`config.mk`:
```
export PLATFORM = sky130hd
export DESIGN_NAME = fifo_integrity_tester
export DESIGN_NICKNAME = d
export VERILOG_FILES = /design/src/rtl/fit_pkg.sv /design/src/rtl/fit_lfsr_bank.sv /design/src/rtl/fit_compare.sv /design/src/rtl/fifo_integrity_tester.sv
export SDC_FILE = /design/constraint.sdc
export NUM_CORES = 1
export LEC_CHECK = 0
export ABC_AREA = 1
export BUFFER_PORTS_ARGS = -buffer_cell sky130_fd_sc_hd__buf_4
export CORE_MARGIN = 10
export CORE_UTILIZATION = 42
export DETAILED_ROUTE_END_ITERATION = 7
export GPL_TIMING_DRIVEN = 0
export PLACE_DENSITY_LB_ADDON = 0.1
export SLEW_MARGIN = 20
export SYNTH_ARGS = -nofsm -noshare
export SYNTH_HDL_FRONTEND = slang
export SYNTH_SLANG_ARGS = --single-unit
export TNS_END_PERCENT = 1
```
`constraint.sdc`:
```
create_clock -name clk -period 3.3 [get_ports clk]
set_input_delay 0.66 -clock clk [delete_from_list [all_inputs] [get_ports clk]]
set_output_delay 0.66 -clock clk [all_outputs]
set_load 0.1 [all_outputs]
```
`src/rtl/fit_pkg.sv`:
```
package fit_pkg;
    localparam int HALF_W = 20;
    localparam int WORD_W = 2 * HALF_W;
    localparam int HALVES = 2;

    localparam logic [HALF_W-1:0] SEED_UPPER = 20'hA5A5A;
    localparam logic [HALF_W-1:0] SEED_LOWER = 20'h3C3C3;

    typedef enum logic [1:0] {
        RUN_IDLE,
        RUN_ACTIVE,
        RUN_FINISHED
    } run_state_e;

    function automatic logic [HALF_W-1:0] half_seed(input int idx);
        return (idx == 1) ? SEED_UPPER : SEED_LOWER;
    endfunction

    // x^20 + x^17 + 1, Fibonacci form
    function automatic logic [HALF_W-1:0] lfsr_step(input logic [HALF_W-1:0] s);
        return {s[HALF_W-2:0], s[HALF_W-1] ^ s[16]};
    endfunction

    // 19 payload bits plus an even-parity bit on top
    function automatic logic [HALF_W-1:0] pack_half(input logic [HALF_W-1:0] s);
        return {^s[HALF_W-2:0], s[HALF_W-2:0]};
    endfunction
endpackage

```
`src/rtl/fit_lfsr_bank.sv`:
```
module fit_lfsr_bank
    import fit_pkg::*;
(
    input  logic              clk,
    input  logic              rst,
    input  logic              load,
    input  logic              step,
    output logic [WORD_W-1:0] word
);
    for (genvar h = 0; h < HALVES; h++) begin : g_half
        logic [HALF_W-1:0] state_q;

        always_ff @(posedge clk) begin
            if (rst || load) begin
                state_q <= half_seed(h);
            end else if (step) begin
                state_q <= lfsr_step(state_q);
            end
        end

        assign word[h*HALF_W +: HALF_W] = pack_half(state_q);
    end
endmodule

```
`src/rtl/fit_compare.sv`:
```
module fit_compare
    import fit_pkg::*;
#(
    parameter int CNT_W = 32
) (
    input  logic              clk,
    input  logic              rst,
    input  logic              clear,
    input  logic              check,
    input  logic [WORD_W-1:0] rdata,
    input  logic [WORD_W-1:0] ref_word,
    output logic [WORD_W-1:0] mask,
    output logic [CNT_W-1:0]  count,
    output logic [HALVES-1:0] par_flag
);
    localparam logic [CNT_W-1:0] CNT_MAX = '1;

    logic [WORD_W-1:0] diff;
    assign diff = rdata ^ ref_word;

    always_ff @(posedge clk) begin
        if (rst || clear) begin
            mask  <= '0;
            count <= '0;
        end else if (check) begin
            mask <= mask | diff;
            if (|diff && count != CNT_MAX) begin
                count <= count + 1'b1;
            end
        end
    end

    for (genvar h = 0; h < HALVES; h++) begin : g_par
        always_ff @(posedge clk) begin
            if (rst || clear) begin
                par_flag[h] <= 1'b0;
            end else if (check && ^rdata[h*HALF_W +: HALF_W]) begin
                par_flag[h] <= 1'b1;
            end
        end
    end
endmodule

```
`src/rtl/fifo_integrity_tester.sv`:
```
module fifo_integrity_tester
    import fit_pkg::*;
#(
    parameter int CNT_W = 32,
    parameter int LEN_W = 32
) (
    input  logic              clk,
    input  logic              rst,
    input  logic              start,
    input  logic [LEN_W-1:0]  num_words,
    output logic              fifo_wr_en,
    output logic [WORD_W-1:0] fifo_wdata,
    input  logic              fifo_full,
    output logic              fifo_rd_en,
    input  logic [WORD_W-1:0] fifo_rdata,
    input  logic              fifo_empty,
    output logic              busy,
    output logic              done,
    output logic [WORD_W-1:0] err_mask,
    output logic [CNT_W-1:0]  err_count,
    output logic [HALVES-1:0] par_err
);
    run_state_e        state_q;
    logic [LEN_W-1:0]  len_q;
    logic [LEN_W-1:0]  wr_cnt_q;
    logic [LEN_W-1:0]  rd_cnt_q;
    logic [WORD_W-1:0] ref_word;
    logic              wr_go;
    logic              rd_go;

    assign busy  = (state_q == RUN_ACTIVE);
    assign done  = (state_q == RUN_FINISHED);
    assign wr_go = busy && !start && (wr_cnt_q != len_q) && !fifo_full;
    assign rd_go = busy && !start && (rd_cnt_q != len_q) && !fifo_empty;

    assign fifo_wr_en = wr_go;
    assign fifo_rd_en = rd_go;

    always_ff @(posedge clk) begin
        if (rst) begin
            state_q  <= RUN_IDLE;
            len_q    <= '0;
            wr_cnt_q <= '0;
            rd_cnt_q <= '0;
        end else if (start) begin
            state_q  <= (num_words == '0) ? RUN_FINISHED : RUN_ACTIVE;
            len_q    <= num_words;
            wr_cnt_q <= '0;
            rd_cnt_q <= '0;
        end else begin
            if (wr_go) begin
                wr_cnt_q <= wr_cnt_q + 1'b1;
            end
            if (rd_go) begin
                rd_cnt_q <= rd_cnt_q + 1'b1;
                if (rd_cnt_q == len_q - 1'b1) begin
                    state_q <= RUN_FINISHED;
                end
            end
        end
    end

    fit_lfsr_bank u_wgen (
        .clk  (clk),
        .rst  (rst),
        .load (start),
        .step (wr_go),
        .word (fifo_wdata)
    );

    fit_lfsr_bank u_rgen (
        .clk  (clk),
        .rst  (rst),
        .load (start),
        .step (rd_go),
        .word (ref_word)
    );

    fit_compare #(.CNT_W(CNT_W)) u_cmp (
        .clk      (clk),
        .rst      (rst),
        .clear    (start),
        .check    (rd_go),
        .rdata    (fifo_rdata),
        .ref_word (ref_word),
        .mask     (err_mask),
        .count    (err_count),
        .par_flag (par_err)
    );
endmodule

```
* Word-level counts from Yosys, hierarchy flattened
Index checks and enable logic that the tools add are counted.
Storage, ports and cells: bits in registers 252, input bits 77, output and inout bits 118, logic and storage cells 57
Cells by class: add/subtract/negate cells 4, eq/ne operators 6, multiplexer cells 4, bitwise gates (word level) 6, reduce and logical (&&, ||, !) cells 25
Operators by type and width (number):
- 32-bit by 1-bit adder with 32-bit output, second input constant | 3
- 19-bit XOR reduction | 4
- 32-bit inequality test | 2
- 40-bit bitwise OR | 1
- 40-bit OR reduction | 1
- 20-bit XOR reduction | 2
- 40-bit bitwise XOR | 1
- 32-bit == test | 1
- 32-bit logical NOT | 1
- 32-bit inequality test, second input constant | 1
- 32-bit by 1-bit subtractor with 32-bit output, second input constant | 1
- 1-bit logical AND | 8
- 2-bit 2-to-1 mux | 4
- 2-bit AND reduction | 2
- 2-bit nonzero test | 2
- 1-bit bitwise XOR | 4
- 1-bit logical NOT | 3
- 2-bit by 1-bit == test with 1-bit output, second input constant | 1
- 2-bit == test, second input constant | 1
- 2-bit OR reduction | 1
- 1-bit logical OR | 1

* Logic depth before layout (Yosys ltp)
Gate-level depths: netlist (run 1).
depth in word-level cells 6, depth in mapped cells 17, gate-level depth less buffers 16

* Hierarchy
Synthesis (run 1) repeated with hierarchy kept, for this count alone.
Unflattened totals: cells, all modules 2683, area, all modules 16955.0 um^2
By module, submodules not included:
- fifo_integrity_tester | times used 1, cells each 1143, area an instance 7199.4 um^2, sequential area each 1961.9 um^2
- fit_lfsr_bank | times used 2, cells each 414, area an instance 2524.9 um^2, sequential area each 800.8 um^2
- fit_compare | times used 1, cells each 712, area an instance 4705.8 um^2, sequential area each 1481.4 um^2

* Worst setup path after synthesis (run 1)
Ideal clock, no wire load.
path kind reg2out, start reg state_q[0], end out fifo_rd_en, data arrival time 2926 ps, data required time 2640 ps, setup slack -286 ps, stages on the path, launching flop included 9, path buffers 2, cell sequence dfxtp_1 -> inv_1 -> nor2_1 -> nand2_1 -> nor2_1 -> nand2_2 -> inv_2 -> buf_2 -> buf_2
Between the ends: word-level cells in the longest chain between the ends 4
Ends and longest elaborated chain:
- start: declaration | line fifo_integrity_tester.sv:23 | run_state_e state_q;
- start signal: assignment | line fifo_integrity_tester.sv:46 | state_q <= (num_words == '0) ? RUN_FINISHED : RUN_ACTIVE;
- 2-bit by 1-bit == test with 1-bit output | line fifo_integrity_tester.sv:31 | assign busy = (state_q == RUN_ACTIVE);
- named net busy | line fifo_integrity_tester.sv:17 | output logic busy,
- 1-bit logical AND (3 in series) | line fifo_integrity_tester.sv:34 | assign rd_go = busy && !start && (rd_cnt_q != len_q) && !fifo_empty;
- end: declaration | line fifo_integrity_tester.sv:14 | output logic fifo_rd_en,
The timed path passes the listed nets, and every way through them passes these cells.

* Worst setup path in the final report (run 1)
start reg len_q[15], end out fifo_rd_en
Between the ends: word-level cells in the longest chain between the ends 3
Ends and longest elaborated chain:
- start: declaration | line fifo_integrity_tester.sv:24 | logic [LEN_W-1:0] len_q;
- start signal: assignment | line fifo_integrity_tester.sv:47 | len_q <= num_words;
- 32-bit inequality test | line fifo_integrity_tester.sv:34
- 1-bit logical AND (2 in series) | line fifo_integrity_tester.sv:34
No other way between the ends.

==> results.cfg, run 1 <==
[place]
gp_congestion = 0.964
io_buffers = 193
pre_cts_ws_ns = -0.179
dp.cells = 2802
hpwl_mm = 39.7

[timing]
hold_viol_final = 0
rsz0062_at_grt = true
slew_headroom_pct = 47.2
setup_violations = 0
post-route-period-util_pct = 98.4
slew_violations = 0
fin_worst_skew_ns = 0.0120
fin_ws_ns = 0.0515
min_period_ns = 3.25
clock.fmax_ghz = 0.308
fin_tns_setup_ns = 0
worst_slew_pin_slew_ns = 0.793

[layout]
drive_above_1_share_pct = 17.0
mostFrequentLayoutCell = nand2_1
fin_cells = 2856
syn2layout_area_growth_pct = 21.6
nets = 2458
mostFrequentLayoutCells = 484 x nand2_1, 290 x nor2_1, 231 x buf_4, 228 x dfxtp_1, 153 x inv_1
final_core_util_pct = 52.1
diodes = 0

[cts]
clkSlewWorstSetupHoldPaths_ns = 0.06
cts-buffers-inserted = 30
cts_buffer_depth = 3
cts_hold_buf = 0
cts_tree = yes
cts_root_buffer = clkbuf_16
postCtsSetupBuffers = 0
htreeDepth = 1
cts.sinks = 252
worstSkewPairLatency_ns = 0.56

[floorplanning]
start_util_pct = 42.9
ios = 195
die_h_um = 208
die_w_um = 208
rows = 68
die_area_mm2 = 0.0434
core_area_mm2 = 0.0347

[setup_path]
reg2reg_depth = 12
arrival_ns = 2.59
r2r_slack_ns = 0.75
required_ns = 2.64
worstPathMaxFanout = 15
rr_endpoint = u_cmp.count[24]
startpoint = len_q[15]
path_class = reg2out
rr_startpoint = u_cmp.count[0]
cp-end-kind = primary output
crit_path_start_kind = flop

[global_route]
antenna_found_initial = 0
grt_max_degree = 16
grt_pass1_wl_mm = 77.3
use_met3_pct = 4.42
gr-total-overflow = 0
busiest_layer = met2
grt_util_met2_pct = 33.8
use_met1_pct = 30.0
grt_pass1_vias = 13836
grt_usage_pct = 21.7

[route]
wl_mm = 49.5
avgViaCountPerCell = 5.08
wire_per_inst_um = 17.3
route.detailed.drc = 0
vias = 14502
ant_nets = 0
first_pass_iters = 7
drtIter0Drc = 974

[yosys]
syn_avg_cell_area_um2 = 6.91
syn_inst = 2154
syn_area_mm2 = 0.0149
ys_seq_area_share_pct = 33.9
syn_nets = 2235
synth_cell_types = 41
synth-seq-cells = 252
synth_top_flop_cell = dfxtp_1
synthArstFlopShare_pct = 0
synth_edf_count = 0
synth_warnings = 0

[power]
powerDensity_mw_per_mm2 = 423
ir_drop_uv = 453
leakagePower_nw = 7.14

[status]
status = finished, final reports clean

[job]
drv_cap = 0

[worst_hold_path]
worstHoldStart = rst
min_to = state_q[0]
hold_depth = 2
hold_class = in2reg
## cell usage after synthesis, types with 13 or more instances
cell | number | area share [%]
a21oi_1 | 120 | 4.0
buf_2 | 25 | 0.84
buf_4 | 38 | 1.9
clkbuf_1 | 53 | 1.3
dfxtp_1 | 252 | 34
inv_1 | 153 | 3.9
nand2_1 | 484 | 12
nand2_2 | 13 | 0.55
nand3_1 | 85 | 2.9
nand4_1 | 68 | 2.9
nor2_1 | 291 | 7.3
nor3_1 | 62 | 2.1
nor4_1 | 33 | 1.4
o21a_1 | 22 | 1.1
o21ai_0 | 95 | 3.2
xnor2_1 | 160 | 9.4
xor2_1 | 121 | 7.1
## stage by stage
step                      power, mW  hold WS, ns  instance area, um^2
after CTS                      7.73        0.270                18000
final                          7.66        0.288                18100
after global placement         4.28        0.438                16900
after detailed placement       4.29        0.442                16900
after global routing           7.97        0.283                18100
after floorplan                3.95        0.451                14900
## critical path, stage by stage (launching register included)
cell     delay (ns)
dfxtp_1        0.55
xnor2_1        0.22
nand2_1        0.08
nor2_1         0.10
nand2_1        0.06
nor2_1         0.08
nand2_1        0.15
nand2_4        0.25
inv_6          0.12
buf_4          0.20
buf_6          0.20
## flip-flops by register name, indices dropped and copies added, names as in the netlist
| name | flops |
|---|---|
| len_q | 32 |
| u_rgen.g_half.state_q | 40 |
| u_cmp.par_flag | 2 |
| u_cmp.mask | 40 |
| rd_cnt_q | 32 |
| u_wgen.g_half.state_q | 40 |
| state_q | 2 |
| u_cmp.count | 32 |
| wr_cnt_q | 32 |
## logic make-up after synthesis
| kind of cell | synth area share [%] |
|---|---|
| simple gates | 30.9 |
| buf+inv | 8.75 |
| xor+xnor | 16.5 |
| compound gates | 9.55 |
| flops | 33.9 |
| fa+ha+maj | 0.336 |
## power by group
part / leakage, nW / switching [mW] / internal [mW]
clock: 0.531 / 1.33 / 2.08
combinational: 4.55 / 0.667 / 0.380
sequential: 2.05 / 0.0965 / 3.10
total: 7.14 / 2.09 / 5.56
## per-layer routing
layer  wire length [um]  vias up
met5                  0        -
met2              22000      399
li1                   -     7347
met4                923        0
met1              23400     6712
met3               3210       44
## area by class of cell
| cell class | instances | area (um^2) |
|---|---|---|
| multi-input combinational | 1611 | 8640 |
| sequential | 252 | 5070 |
| fill | 3579 | 16600 |
| inverter | 161 | 612 |
| buffer | 128 | 693 |
| timing repair buffer | 193 | 1460 |
| clock inverter | 14 | 128 |
| tap | 455 | 569 |
| clock buffer | 42 | 917 |
## what timing repair did
action / 4_1_cts / 5_1_grt
pin swaps: 0 / 0
gates resized for setup: 22 / 23
setup endpoints to repair: 2 / 2
## worst max-delay path by stage
stage                     endpoint  slack (ns)  depth (start not counted)
floorplan           fifo_wdata[19]        0.11                          5
global placement        fifo_rd_en       -0.17                          9
detailed placement      fifo_rd_en       -0.18                          9
CTS                     fifo_rd_en        0.02                         10
global route            fifo_rd_en       -0.07                         11
finish                  fifo_rd_en        0.05                         10
Power figures use the tool's default switching activity.
==> inputs of run 2 (changes only) <==
- CTS_BUF_LIST: not set -> sky130_fd_sc_hd__clkbuf_8
- clock period: 3.3 -> 2.72 ns (I/O delays scaled with it)
==> results.cfg, run 2 (synthesis results as in run 1) <==
[status]
status = finished, final reports clean

[route]
dr.max_layer_used = met4
drtIter0Drc = 1009
first_pass_iters = 7
route.met2.wl_mm = 22.9
wl_met3_mm = 3.37
route.detailed.drc = 0
wl_mm = 51.5
ant_nets = 0
drt-met1-wl_mm = 24.3
wire_per_inst_um = 17.7
avgViaCountPerCell = 5.11
vias = 14852

[timing]
worst_slew_pin_slew_ns = 0.821
slew_violations = 0
hold_ws_ns = 0.0935
clock.fmax_ghz = 0.368
min_period_ns = 2.71
fin_worst_skew_ns = 0.0376
rsz0062_at_grt = true
fin_tns_setup_ns = 0
post-route-period-util_pct = 99.8
setup_violations = 0
slew_headroom_pct = 45.3
hold_viol_final = 0
fin_ws_ns = 0.00624

[power]
p_int_mw = 6.24
swShare_pct = 29.8
ir_drop_uv = 346
seqPwrFrac_pct = 43.7
powerDensity_mw_per_mm2 = 476
pwr-share-comb_pct = 15.1
p_clk_share_pct = 41.2
p_total_mw = 8.89
power_switching_mw = 2.65
leakagePower_nw = 7.39

[cts]
cts.sinks = 252
clkSlewWorstSetupHoldPaths_ns = 0.07
cts_root_buffer = clkbuf_8
worstSkewPairLatency_ns = 0.63
cts-buffers-inserted = 47
htreeDepth = 2
cts_tree = yes
cts_buffer_depth = 3

[setup_path]
required_ns = 2.18
worstPathMaxFanout = 5
rr_startpoint = len_q[8]
rr_endpoint = state_q[0]
r2r_slack_ns = 0.06
arrival_ns = 2.17
path_class = reg2out
crit_path_start_kind = flop
cp-end-kind = primary output
reg2reg_depth = 20

[layout]
fillers = 3530
final_area_mm2 = 0.0187
syn2layout_area_growth_pct = 25.4
mostFrequentLayoutCell = nand2_1
nets = 2499
top_regs = u_cmp.mask x40, u_rgen.g_half.state_q x40, u_wgen.g_half.state_q x40
mostFrequentLayoutCells = 482 x nand2_1, 286 x nor2_1, 252 x buf_4, 170 x dfxtp_1, 165 x inv_1
diodes = 0
drive_above_1_share_pct = 22.0

[global_route]
grt_pass1_vias = 14315
grt_pass1_wl_mm = 81.2
grt_usage_pct = 23.0
grt_max_degree = 15
antenna_found_initial = 0
gr-total-overflow = 0

[floorplanning]
ios = 195
die_area_mm2 = 0.0434
die_w_um = 208
die_h_um = 208
core_area_mm2 = 0.0347
start_util_pct = 42.9
rows = 68

[worst_hold_path]
min_to = state_q[0]
hold_class = in2reg
hold_depth = 2
worstHoldStart = rst

[place]
gp_congestion = 0.958
hpwl_mm = 40.0
post_dp_cell_area_mm2 = 0.0169
io_buffers = 193
pre_cts_ws_ns = -0.561

[job]
drv_cap = 0
run 2: cell count changes in the layout (fill, tap and decap cells not counted), sizes merged:
| cell | change |
|---|---|
| buf | +23 |
| clkbuf | +18 |
| bufinv | -2 |
| inv | +17 |
| clkinv | -5 |
| clkinvlp | +2 |
run 2: power by group through the flow:
stage | clock network [mW] | registers [mW] | logic [mW]
3_5_place_dp | 0 | 3.94 | 1.27
4_1_cts | 3.75 | 3.88 | 1.32
3_3_place_gp | 0 | 3.95 | 1.26
2_1_floorplan | 0 | 3.94 | 0.860
6_report | 3.66 | 3.88 | 1.34
5_1_grt | 3.91 | 3.88 | 1.47
run 2: metal layers:
metal	up-vias	track usage, %
met5	-	0
met4	0	6.70
met3	54	4.49
met2	426	35.4
met1	6924	31.8
li1	7448	-
run 2: per-stage QoR:
step	utilization, %	instances
global route	53.8	2909
floorplan	-	2154
detailed placement	48.7	2802
global placement	48.7	2802
finish	53.8	2909
CTS	53.1	2905
run 2: worst max-delay path by stage:
stage | cells after the start | start | slack [ns] | end
detailed placement | 9 | start | -0.56 | fifo_rd_en
CTS | 11 | rd_cnt_q[21] | -0.02 | fifo_rd_en
floorplan | 5 | u_wgen.g_half[1].state_q[5] | -0.36 | fifo_wdata[39]
global placement | 9 | start | -0.56 | fifo_rd_en
global route | 6 | u_wgen.g_half[0].state_q[10] | -0.08 | fifo_wdata[19]
finish | 10 | len_q[8] | 0.006 | fifo_rd_en
run 2: cell type report:
cell class | count | area [um^2] | share of cell area (%)
Multi-Input combinational cell | 1611 | 8950 | 47.9
Sequential cell | 252 | 5200 | 27.8
Timing Repair Buffer | 218 | 1670 | 8.96
Clock buffer | 60 | 826 | 4.42
Buffer | 126 | 708 | 3.79
Inverter | 161 | 624 | 3.34
Tap cell | 455 | 569 | 3.05
Clock inverter | 25 | 114 | 0.610
Timing Repair inverter | 1 | 3.75 | 0.0201
run 2: timing repair:
action / in CTS / in global routing
hold buffers: 0 / 0
gates resized for setup: 129 / 58
buffers inserted: 21 / 4
setup endpoints to repair: 4 / 8
pin swaps: 20 / 15
gates cloned: 1 / 0
run 2: critical path: stages (launching register included):
cell and delay, ns:
dfxtp_2 0.45, xnor2_2 0.17, nand2_1 0.08, nor2_1 0.12, nand2_1 0.07, nor2_1 0.10
nand2_1 0.10, nand2_4 0.12, inv_8 0.05, buf_8 0.12, buf_12 0.16
